### config.mk
export PLATFORM = sky130hd
export DESIGN_NAME = phy_cr_master
export DESIGN_NICKNAME = d
export VERILOG_FILES = /design/src/rtl/phy_cr_master.sv
export SDC_FILE = /design/constraint.sdc
export NUM_CORES = 1
export LEC_CHECK = 0
export BUFFER_PORTS_ARGS = -buffer_cell sky130_fd_sc_hd__buf_2
export CAP_MARGIN = 20
export CORE_ASPECT_RATIO = 1.1
export CORE_MARGIN = 2
export CORE_UTILIZATION = 54
export DETAILED_ROUTE_END_ITERATION = 10
export PLACE_DENSITY = 0.85
export SETUP_SLACK_MARGIN = 0.2
export SYNTH_ARGS = -nofsm -noshare
export SYNTH_HDL_FRONTEND = slang
export SYNTH_SLANG_ARGS = --single-unit
### constraint.sdc
create_clock -name clk -period 2.3 [get_ports clk]
set_input_delay 0.115 -clock clk [delete_from_list [all_inputs] [get_ports clk]]
set_output_delay 0.115 -clock clk [all_outputs]
set_load 0.03 [all_outputs]
### src/rtl/phy_cr_master.sv
module phy_cr_master #(
  parameter int DW         = 16,
  parameter int POLL_LIMIT = 100
) (
  input  logic          clk,
  input  logic          rst_n,
  input  logic          cmd_valid,
  input  logic          cmd_write,
  input  logic [DW-1:0] cmd_addr,
  input  logic [DW-1:0] cmd_wdata,
  output logic          busy,
  output logic          done,
  output logic          err,
  output logic [DW-1:0] rdata,
  output logic [DW-1:0] phy_data,
  output logic          phy_cap_addr,
  output logic          phy_cap_data,
  output logic          phy_wr,
  output logic          phy_rd,
  input  logic          phy_ack,
  input  logic [DW-1:0] phy_rdata
);
  localparam int PW = $clog2(POLL_LIMIT + 1);

  typedef enum logic [3:0] {
    S_IDLE, S_ADR_HI, S_ADR_LO, S_DAT_HI, S_DAT_LO,
    S_WR_HI, S_WR_LO, S_RD_HI, S_RD_LO
  } st_t;

  st_t           st, nxt;
  logic          is_wr;
  logic [DW-1:0] addr_q, wdata_q;
  logic [PW-1:0] polls;

  wire want_hi = (st == S_ADR_HI) || (st == S_DAT_HI) || (st == S_WR_HI) || (st == S_RD_HI);
  wire seen    = want_hi ? phy_ack : !phy_ack;
  wire expired = (polls == PW'(POLL_LIMIT - 1));

  always_comb begin
    case (st)
      S_ADR_HI: nxt = S_ADR_LO;
      S_ADR_LO: nxt = is_wr ? S_DAT_HI : S_RD_HI;
      S_DAT_HI: nxt = S_DAT_LO;
      S_DAT_LO: nxt = S_WR_HI;
      S_WR_HI:  nxt = S_WR_LO;
      S_RD_HI:  nxt = S_RD_LO;
      default:  nxt = S_IDLE;
    endcase
  end

  always_ff @(posedge clk) begin
    if (!rst_n) begin
      st      <= S_IDLE;
      is_wr   <= 1'b0;
      addr_q  <= '0;
      wdata_q <= '0;
      polls   <= '0;
      rdata   <= '0;
      done    <= 1'b0;
      err     <= 1'b0;
    end else begin
      done <= 1'b0;
      err  <= 1'b0;
      if (st == S_IDLE) begin
        polls <= '0;
        if (cmd_valid) begin
          st      <= S_ADR_HI;
          is_wr   <= cmd_write;
          addr_q  <= cmd_addr;
          wdata_q <= cmd_wdata;
        end
      end else if (seen) begin
        st    <= nxt;
        polls <= '0;
        if (st == S_RD_HI) rdata <= phy_rdata;
        if (nxt == S_IDLE) done <= 1'b1;
      end else if (expired) begin
        st    <= S_IDLE;
        polls <= '0;
        err   <= 1'b1;
      end else begin
        polls <= polls + 1'b1;
      end
    end
  end

  assign busy         = (st != S_IDLE);
  assign phy_cap_addr = (st == S_ADR_HI);
  assign phy_cap_data = (st == S_DAT_HI);
  assign phy_wr       = (st == S_WR_HI);
  assign phy_rd       = (st == S_RD_HI);
  assign phy_data     = (st == S_ADR_HI || st == S_ADR_LO) ? addr_q :
                        (st == S_DAT_HI || st == S_DAT_LO || st == S_WR_LO) ? wdata_q : '0;
endmodule

### Yosys cells after proc, flatten, opt, wreduce, memory -nomap -nowiden

Cells that the tools add are included.

| operators by class | value |
|---|---|
| $add $sub $neg | 1 |
| multiply operators | 0 |
| divide/modulo/power cells | 0 |
| $lt $le $gt $ge | 0 |
| equal/unequal tests | 9 |
| shifts and indexed selects | 0 |
| mux-type cells | 11 |
| bitwise logic cells | 3 |
| reduce and logical (&&, ||, !) cells | 17 |

Operators by type and width:

| cell | number |
|---|---|
| $mux W16 | 2 |
| $pmux W4 S6 | 1 |
| $eq A4 B3 Y1 const B | 4 |
| $mux W4 | 4 |
| $eq A4 B2 Y1 const B | 2 |
| $logic_not A4 Y1 | 2 |
| $add A7 B1 Y7 const B | 1 |
| $eq A7 B7 Y1 const B | 1 |
| $logic_or A1 B1 Y1 | 6 |
| $reduce_or A3 Y1 | 2 |
| $eq A4 B1 Y1 const B | 1 |
| $reduce_and A2 Y1 | 2 |
| $reduce_bool A4 Y1 | 1 |
| $reduce_or A4 Y1 | 1 |
| $mux W1 | 3 |
| $mux W3 | 1 |
| $not A1 Y1 | 3 |
| $reduce_and A3 Y1 | 1 |
| $reduce_bool A3 Y1 | 1 |
| $ne A2 B2 Y1 const B | 1 |
| $logic_not A1 Y1 | 1 |

| storage, ports and cells | value |
|---|---|
| register bits after elaboration | 62 |
| bits in latches | 0 |
| RAM bits | 0 |
| bits in read-only memories | 0 |
| input port bits | 53 |
| output and inout port bits | 39 |
| logic and storage cells | 49 |
| memories | 0 |

### Logic depth before layout (Yosys ltp)

Gate-level depths: netlist of run 1.

| logic depth | value |
|---|---|
| depth in word-level cells | 7 |
| gate-level depth with buffers | 7 |
| gate-level depth less buffers | 5 |

### Least setup slack after synthesis of run 1

No wires, ideal clock.

| timing path | value |
|---|---|
| path kind | register -> register |
| start point | register polls[0] |
| end point | register st[0] |
| library setup time | 0.120 ns |
| data arrival time | 1.402 ns |
| required time | 2.180 ns |
| path slack | 0.778 ns |
| stages on the path, launching flop included | 6 |
| path buffers | 0 |
| clock period less this slack | 1.522 ns |
| path through | dfxtp_1 ha_1 and4bb_1 nand3b_2 and3_1 o31a_1 |

| between the ends | value |
|---|---|
| word-level cells in the longest chain between the ends | 3 |

Ends and longest elaborated chain:

| item | line | source |
|---|---|---|
| start, declared | 33 | `logic [PW-1:0] polls;` |
| start signal, assigned | 82 | `polls <= polls + 1'b1;` |
| $eq A7 B7 Y1 | 37 | `wire expired = (polls == PW'(POLL_LIMIT - 1));` |
| $reduce_bool A3 Y1 (no line) | -- |  |
| $reduce_and A2 Y1 (no line) | -- |  |
| end signal, assigned | 73 | `st <= nxt;` |
| end, declared | 30 | `st_t st, nxt;` |

No other way between the ends.
A chain may end at the register's enable or synchronous reset.

### Final worst setup path of run 1

| timing path | value |
|---|---|
| start point | register st[1] |
| end point | output port phy_data[15] |

| between the ends | value |
|---|---|
| word-level cells in the longest chain between the ends | 5 |
| elaborated cells on any way between the ends | 10 |
| classes of those cells | 5 x eq/ne; 2 x mux; 3 x reduce/logical |

Ends and longest elaborated chain:

| item | line | source |
|---|---|---|
| $eq A4 B2 Y1 / $eq A4 B3 Y1 (equally long branches) | 93 | `(st == S_DAT_HI \|\| st == S_DAT_LO \|\| st == S_WR_LO) ? wdata_q : '0;` |
| $logic_or A1 B1 Y1 (2 in a row) | 93 |  |
| $mux W16 | 93 |  |
| $mux W16 * | 92 | `assign phy_data = (st == S_ADR_HI \|\| st == S_ADR_LO) ? addr_q :` |
| end, declared | 15 | `output logic [DW-1:0] phy_data,` |

Every way passes the cells marked *; elsewhere a longest branch is shown, timed or not.

==> summary.md, run 1 <==
| Metric | Value |
|---|---|
| Die Height | 79 um |
| Largest family of logic cells by synthesized area | simple AND/OR/NAND/NOR gates |
| Routed Antenna Nets | 0 |
| Yosys reg bits | 62 |
| Number of global-route vias before repair | 2330 |
| Chip Width | 72.18 um |
| Seq/Total Area, Yosys | 44.95% |
| Mapped Cells | 318 |
| HP Class | in -> reg |
| First-pass GRT wire length | 10380 um |
| Fin. max-slew vios | 0 |
| Final WL | 6455 um |
| Sum of negative setup slack | 0 ns |
| Pre-antenna DRT Iters | 4 |
| Dominant cells by area after synthesis | dfxtp_1, nand2_1, a21oi_1, a22o_1, a21oi_2 |
| Initial cell density of the core | 55.61% |
| Core Area | 0.004966 mm2 |
| CTS tree | built |
| Gr usage total | 23.35% |
| Final period util | 80.09% |
| CTS max path bufs | 2 |
| CP Max Fanout | 16 |
| Pwr Total | 2.799 mW |
| Clk sinks | 62 |
| RSZ-0062 raised after global routing | false |
| Post-synthesis mux area share | 0% |
| Worst VDD drop | 0.4595 mV |
| Largest net degree at the start of global routing | 34 |
| Placed Instance Area | 0.003109 mm2 |
| Clk_skew | 0.006208 ns |
| Port bufs | 91 |
| Vias | 2569 |
| Remaining Overflow, GRT | 0 |
| XOR/XNOR Fraction of Synth Area | 2.855% |
| Num CTS Buffers | 9 |
| CTS Root Cell | clkbuf_8 |
| GP Congestion | 0.8231 |
| Post-route minimum period | 1.842 ns |
| FMAX | 542.9 MHz |
| Fill count | 428 |
| NumNets Final | 455 |
| Status | completed |
| Top_reg_cell synth | dfxtp_1 |
| Area fraction in compound gates after synthesis | 19.12% |
| Worst setup EP type | output port |
| Post-Synth Simple-Gate Area | 23.83% |
| Ports | 92 |
| Flop2flop setup slack | 0.59 ns |
| Mapped Area | 0.002761 mm2 |
| Unique masters post-synth | 45 |
| Least-Margin Pin Slew | 0.5231 ns |
| Fraction of registers with async set/reset | 0% |
| Diodes inserted | 0 |
| FP Rows | 27 |
| Starting DRT DRC Count | 234 |
| Hpwl dp | 4120 um |
| Worst path arrival time | 1.73 ns |
| Max H-tree Level | 3 |
| Layout area overhead | 21.25% |
| Clock latency on the worst-skew pair | 0.34 ns |
| Critical path type | reg -> out |
| Critical path startpoint category | register |
| Yosys top cell area share | 44.95% |
| Yosys top cell by area | dfxtp_1 |
| Adder-cell share of the synthesized area | 0.8156% |
| CTS clk-pin slew, worst paths | 0.07 ns |
| Final setup viols | 0 |
| Fin. Hold Viols | 0 |
| Yosys warning total | 0 |
| Max-Slew Margin vs Limit | 65.08% |
| Routed len/inst | 13.91 um |
| DIE AREA | 0.005702 mm2 |
| Mean post-synth cell area | 8.684 um2 |
| Power per Cell Area | 836.0 mW/mm2 |
| # DRC | 0 |
| Design area | 0.003348 mm2 |
| Share of cells above drive strength 1 | 34.73% |
| Antenna violations before repair | 0 |
| Req. time, crit path | 2.18 ns |
| Max-cap viol count | 0 |
| Post-synth EDFFs | 0 |
| Net Count, Synth | 372 |
| Leakage | 1.447 nW |
| Vias per inst | 5.537 |
-- flip-flops by register name, summed over array words and instances (netlist names) --
| signal | flops |
|---|---|
| addr_q | 16 |
| is_wr | 1 |
| rdata | 16 |
| done | 1 |
| st | 4 |
| wdata_q | 16 |
| polls | 7 |
| err | 1 |
-- cell families (layout without fill, tap and decap cells) --
logic type / Yosys count / in the layout
XOR/XNOR: 9 / 9
buffers and inverters: 31 / 119
flip-flops: 62 / 62
adder cells (fa/ha/maj): 2 / 2
AND/OR/NAND/NOR: 136 / 136
AO/OA/AOI/OAI: 78 / 78
-- synth_stat cells (5+ instances only) --
cell and n:
nor2_2 7, buf_4 5, nand3_1 18, a22o_1 16, clkbuf_1 10, nor2_1 5
dfxtp_1 62, a21oi_1 40, xnor2_1 6, inv_1 5, a21oi_2 11, nand2_1 85
-- repair_timing --
item	in CTS	in global routing
hold buffers	1	0
endpoints found under the hold margin	1	0
gates resized for setup	1	2
pin swaps	1	0
setup buffers	1	0
setup endpoints to repair	16	5
-- placed cells by master, fill, tap and decap left out, drive strengths merged, types with 6 or more instances in the layout --
cell type,n
nor2,12
inv,6
xnor2,6
a22o,16
a21oi,51
nand2,86
buf,96
dfxtp,62
nand3,18
clkbuf,10
-- worst paths after layout --
kind | from | to | cells past startpoint
worst max-delay path | st[1]$_SDFFE_PN0P_ | phy_data[15] | 6
worst min register to register | polls[0]$_SDFF_PP0_ | polls[0]$_SDFF_PP0_ | 1
worst max register to register | st[3]$_SDFFE_PN0P_ | rdata[2]$_SDFFE_PN0P_ | 4
worst min-delay path | cmd_addr[10] | addr_q[10]$_SDFFE_PN0P_ | 3
-- power breakdown --
group          leakage [nW]  internal (mW)  switching [mW]
Clock                 0.102          0.526           0.431
Sequential            0.506           1.16          0.0640
Combinational         0.839          0.228           0.394
-- worst max-delay path, stage by stage (launching register included) --
cell and delay [ns]:
dfxtp_1 0.35, buf_4 0.21, xnor2_1 0.09, nor3_2 0.11, buf_4 0.25, a22o_1 0.17, buf_2 0.20
-- metrics by stage --
step	setup slack [ns]	utilization [%]	hold WS [ns]	cells
floorplan	0.7779	-	0.2510	318
CTS	0.2984	67.37	0.0002556	464
global placement	0.4047	62.61	0.3561	446
finish	0.4579	67.42	0.008428	464
global route	0.3694	67.42	0.007037	464
detailed placement	0.3038	62.61	0.3604	446
-- routing by layer --
| layer | share of wire, % | wire [um] | track usage, % | vias up |
|---|---|---|---|---|
| met1 | 43 | 2749 | 28.22 | 1224 |
| met4 | 1.4 | 91 | 12.26 | 0 |
| met3 | 5.9 | 382 | 5.330 | 7 |
| li1 | - | - | - | 1249 |
| met5 | 0 | 0 | 0 | - |
| met2 | 50 | 3233 | 38.35 | 89 |
-- layout make-up --
type | instances | area (um2) | share of cell area, %
multi-input cells | 225 | 1295 | 38.68
flip-flops and latches | 62 | 1244 | 37.14
repair buffers | 97 | 515.5 | 15.40
clock buffers | 10 | 137.6 | 4.111
well taps | 58 | 72.57 | 2.167
clock inverters | 6 | 61.31 | 1.831
inverters | 6 | 22.52 | 0.6726
Note: power is estimated with default switching activity, not from simulation.
==> run 2, diff against run 1 <==
--- a/config.mk
+++ b/config.mk
@@ -5,13 +5,14 @@
 export SDC_FILE = /design/constraint.sdc
 export NUM_CORES = 1
 export LEC_CHECK = 0
+export ABC_AREA = 1
 export BUFFER_PORTS_ARGS = -buffer_cell sky130_fd_sc_hd__buf_2
 export CAP_MARGIN = 20
 export CORE_ASPECT_RATIO = 1.1
 export CORE_MARGIN = 2
-export CORE_UTILIZATION = 54
+export CORE_UTILIZATION = 44
 export DETAILED_ROUTE_END_ITERATION = 10
-export PLACE_DENSITY = 0.85
+export PLACE_DENSITY = 0.75
 export SETUP_SLACK_MARGIN = 0.2
 export SYNTH_ARGS = -nofsm -noshare
 export SYNTH_HDL_FRONTEND = slang
==> constraint.sdc (replaced) <==
create_clock -name clk -period 1.6 [get_ports clk]
set_input_delay 0.08 -clock clk [delete_from_list [all_inputs] [get_ports clk]]
set_output_delay 0.08 -clock clk [all_outputs]
set_load 0.03 [all_outputs]
==> summary.md, run 2 <==
| Metric | Value |
|---|---|
| Status | finished with violations |
| Failing checks | negative hold slack, negative setup slack |
| Starting DRT DRC Count | 454 (+94%) |
| Regs by FF count | addr_q (16), rdata (16), wdata_q (16) |
| Critical path startpoint category | register |
| Dominant cells by area after synthesis | dfxtp_1, a21oi_1, inv_1, o21ai_0, nand3_1 |
| Max-cap viol count | 0 (unchanged) |
| Critical path cell sequence | nor2_4 > nand3_2 > o21ai_2 > inv_2 > buf_12 > o22ai_4 > buf_6 |
| Final period util | 110.2% |
| CP max-delay cell | dfxtp_4 |
| Most frequent cell after synthesis | dfxtp_1 |
| Max-Slew Margin vs Limit | 46.61% (-18 points) |
| Mapped Cells | 330 (+3.8%) |
| Seq/Total Area, Yosys | 49.13% (+4.2 points) |
| Port bufs | 91 (unchanged) |
| FMAX | 567.2 MHz |
| Yosys warning total | 0 (unchanged) |
| HP Class | in -> reg |
| RSZ-0062 raised after global routing | true |
| Critical path type | reg -> out |
| Most common cell after layout, fill and taps aside | buf_2 |
| Leakage | 1.987 nW (+37%) |
| Clock power frac | 18.6% (-16 points) |
| Num CTS Buffers | 9 (unchanged) |
| Pwr Total | 8.964 mW (+220%) |
| CTS max path bufs | 2 (unchanged) |
| GP Congestion | 0.8771 (+6.6%) |
| FP Rows | 28 (+3.7%) |
| Clk_skew | 0.01040 ns (+0.004194 ns) |
| Vias | 3473 (+35%) |
| Reg power frac | 22.9% (-21 points) |
| Remaining Overflow, GRT | 0 (unchanged) |
| Logic gate share of total power | 58.4% (+36 points) |
| Yosys reg bits | 62 (unchanged) |
| Fraction of registers with async set/reset | 0% (unchanged) |
| Slowest stage delay, CP | 0.37 ns (+0.02 ns) |
| Chip Width | 76.25 um (+5.6%) |
| Post-synth EDFFs | 0 (unchanged) |
| Final setup viols | 47 (+47) |
| Number of global-route vias before repair | 2757 (+18%) |
| NumNets Final | 532 (+17%) |
| Yosys top cell area share | 49.13% (+4.2 points) |
| Antenna violations before repair | 0 (unchanged) |
| # DRC | 0 (unchanged) |
| Diodes inserted | 0 (unchanged) |
| Least-Margin Pin Slew | 0.7959 ns (+0.2728 ns) |
| Yosys top cell by area | dfxtp_1 |
| Routed len/inst | 25.66 um (+84%) |
| Pre-antenna DRT Iters | 5 (+1) |
| Share of cells above drive strength 1 | 66.46% (+32 points) |
| Initial cell density of the core | 46.22% (-9.4 points) |
| Critical path's top delay family | buffers and inverters |
| CP Buf/Inv Count | 3 (unchanged) |
| Layout area overhead | 101.7% |
| Worst setup EP type | output port |
| Power per Cell Area | 1759 mW/mm2 (+110%) |
| Routed Antenna Nets | 0 (unchanged) |
| DIE AREA | 0.006364 mm2 (+12%) |
| Worst VDD drop | 1.240 mV (+170%) |
| Most frequent cells in the layout | buf_2, dfxtp_1, a21oi_2, inv_1, buf_6 |
| Clk sinks | 62 (unchanged) |
| CTS clk-pin slew, worst paths | 0.07 ns (about the same) |
| Top post-synthesis cells by count | dfxtp_1, a21oi_1, inv_1 |
| Largest net degree at the start of global routing | 70 (+110%) |
| WHS | -0.001123 ns (-0.009552 ns) |
| Vias per inst | 6.224 (+12%) |
| CTS tree | built |
| Switching Fraction | 43.34% (+12 points) |
| Gr usage total | 24.95% (+1.6 points) |
| First-pass GRT wire length | 12790 um (+23%) |
| Ports | 92 (unchanged) |
| CTS Root Cell | clkbuf_8 |
| Top_reg_cell synth | dfxtp_1 |
| Post-route minimum period | 1.763 ns |
| Die Height | 83.47 um (+5.7%) |
| Cell-internal power | 5.078 mW (+170%) |
| Fin. max-slew vios | 0 (unchanged) |
| Fin. Hold Viols | 1 (+1) |
| Hpwl dp | 4470 um (+8.5%) |
| P_sw | 3.885 mW (+340%) |
| Mapped Area | 0.002526 mm2 (-8.5%) |
| Max H-tree Level | 3 (unchanged) |
| Final setup margin | -0.1631 ns (-0.6209 ns) |
| Worst path arrival time | 1.68 ns (-0.05 ns) |
| Mean post-synth cell area | 7.655 um2 (-12%) |
| CP Max Fanout | 8 (-8) |
| Unique masters post-synth | 23 (-49%) |
| Post-layout util | 93.22% (+26 points) |
| Req. time, crit path | 1.52 ns (-0.66 ns) |
| Net Count, Synth | 384 (+3.2%) |
| Final WL | 14320 um (+120%) |
| Clock latency on the worst-skew pair | 0.35 ns (about the same) |
| Core Area | 0.005465 mm2 (+10%) |
==> run 2: metrics by stage <==
| step | std cells | hold slack, ns | instance area (um2) | setup TNS [ns] | setup slack [ns] |
|---|---|---|---|---|---|
| 6_report | 558 | -0.001123 | 5095 | -3.540 | -0.1631 |
| 5_1_grt | 558 | 0.001777 | 5095 | -5.490 | -0.1953 |
| 4_1_cts | 524 | 0.004076 | 3995 | -0.3331 | -0.04458 |
| 3_5_place_dp | 489 | 0.3562 | 3292 | 0 | 0.1035 |
| 3_3_place_gp | 489 | 0.3514 | 3292 | 0 | 0.1129 |
| 2_1_floorplan | 330 | 0.2444 | 2721 | 0 | 0.2054 |
==> run 2: path summary, 6_finish.rpt <==
kind                                                to  depth (start not counted)           startpoint  slack [ns]
worst max-delay path                       phy_data[1]                          7   st[2]$_SDFFE_PN0P_       -0.16
worst min-delay path            rdata[12]$_SDFFE_PN0P_                          3        phy_rdata[12]      -0.001
worst max register to register  addr_q[8]$_SDFFE_PN0P_                          7   st[0]$_SDFFE_PN0P_       -0.15
worst min register to register     polls[0]$_SDFF_PP0_                          1  polls[0]$_SDFF_PP0_        0.44
==> run 2: timing repair <==
item                                   4_1_cts  5_1_grt
hold buffers                                 2        3
pin swaps                                   13       54
setup endpoints to repair                   38       81
endpoints found under the hold margin        2        3
setup buffers                               15       17
cloned                                       2       14
resized for setup                          110      177
==> run 2: cells by family (layout without fill, tap and decap cells) <==
kind of cell    count (synthesis)  in the layout  synth area share (%)
xor+xnor                        3              3                 1.040
buf+inv                        72            223                 11.79
fa+ha+maj                       1              1                0.4952
simple gates                   85             87                 15.40
flops                          62             62                 49.13
compound gates                107            107                 22.14
==> run 2: per-layer routing <==
metal  part of all wire [%]  vias to the layer above  wire length, um  GRT usage [%]
met5                      0                        -                0              0
met3                    8.6                      111             1236          4.437
met2                     49                      310             7074          45.21
met1                     34                     1646             4866          28.40
met4                    7.9                        0             1137          11.24
li1                       -                     1406                -              -
==> run 2: cell type report <==
type / count / area (um2)
Tap cell: 75 / 93.84
Inverter: 53 / 214.0
Timing Repair Buffer: 154 / 1385
Multi-Input combinational cell: 198 / 1911
Clock inverter: 3 / 65.06
Sequential cell: 62 / 1257
Fill cell: 167 / 370.4
Clock buffer: 13 / 168.9
==> run 2: worst reg2reg max path, delay by kind of cell (launching register included) <==
| family | cells | cell delay, ns |
|---|---|---|
| AND/OR/NAND/NOR | 2 | 0.41 |
| flip-flops | 1 | 0.38 |
| AO/OA/AOI/OAI | 1 | 0.23 |
| buffers and inverters | 4 | 0.65 |
==> run 2: power by group through the flow <==
stage	sequential (mW)	combinational, mW	clock [mW]
2_1_floorplan	1.98	1.79	0
3_3_place_gp	1.99	2.35	0
3_5_place_dp	2.00	2.39	0
4_1_cts	1.99	3.24	1.61
5_1_grt	2.06	5.34	1.71
6_report	2.06	5.24	1.67
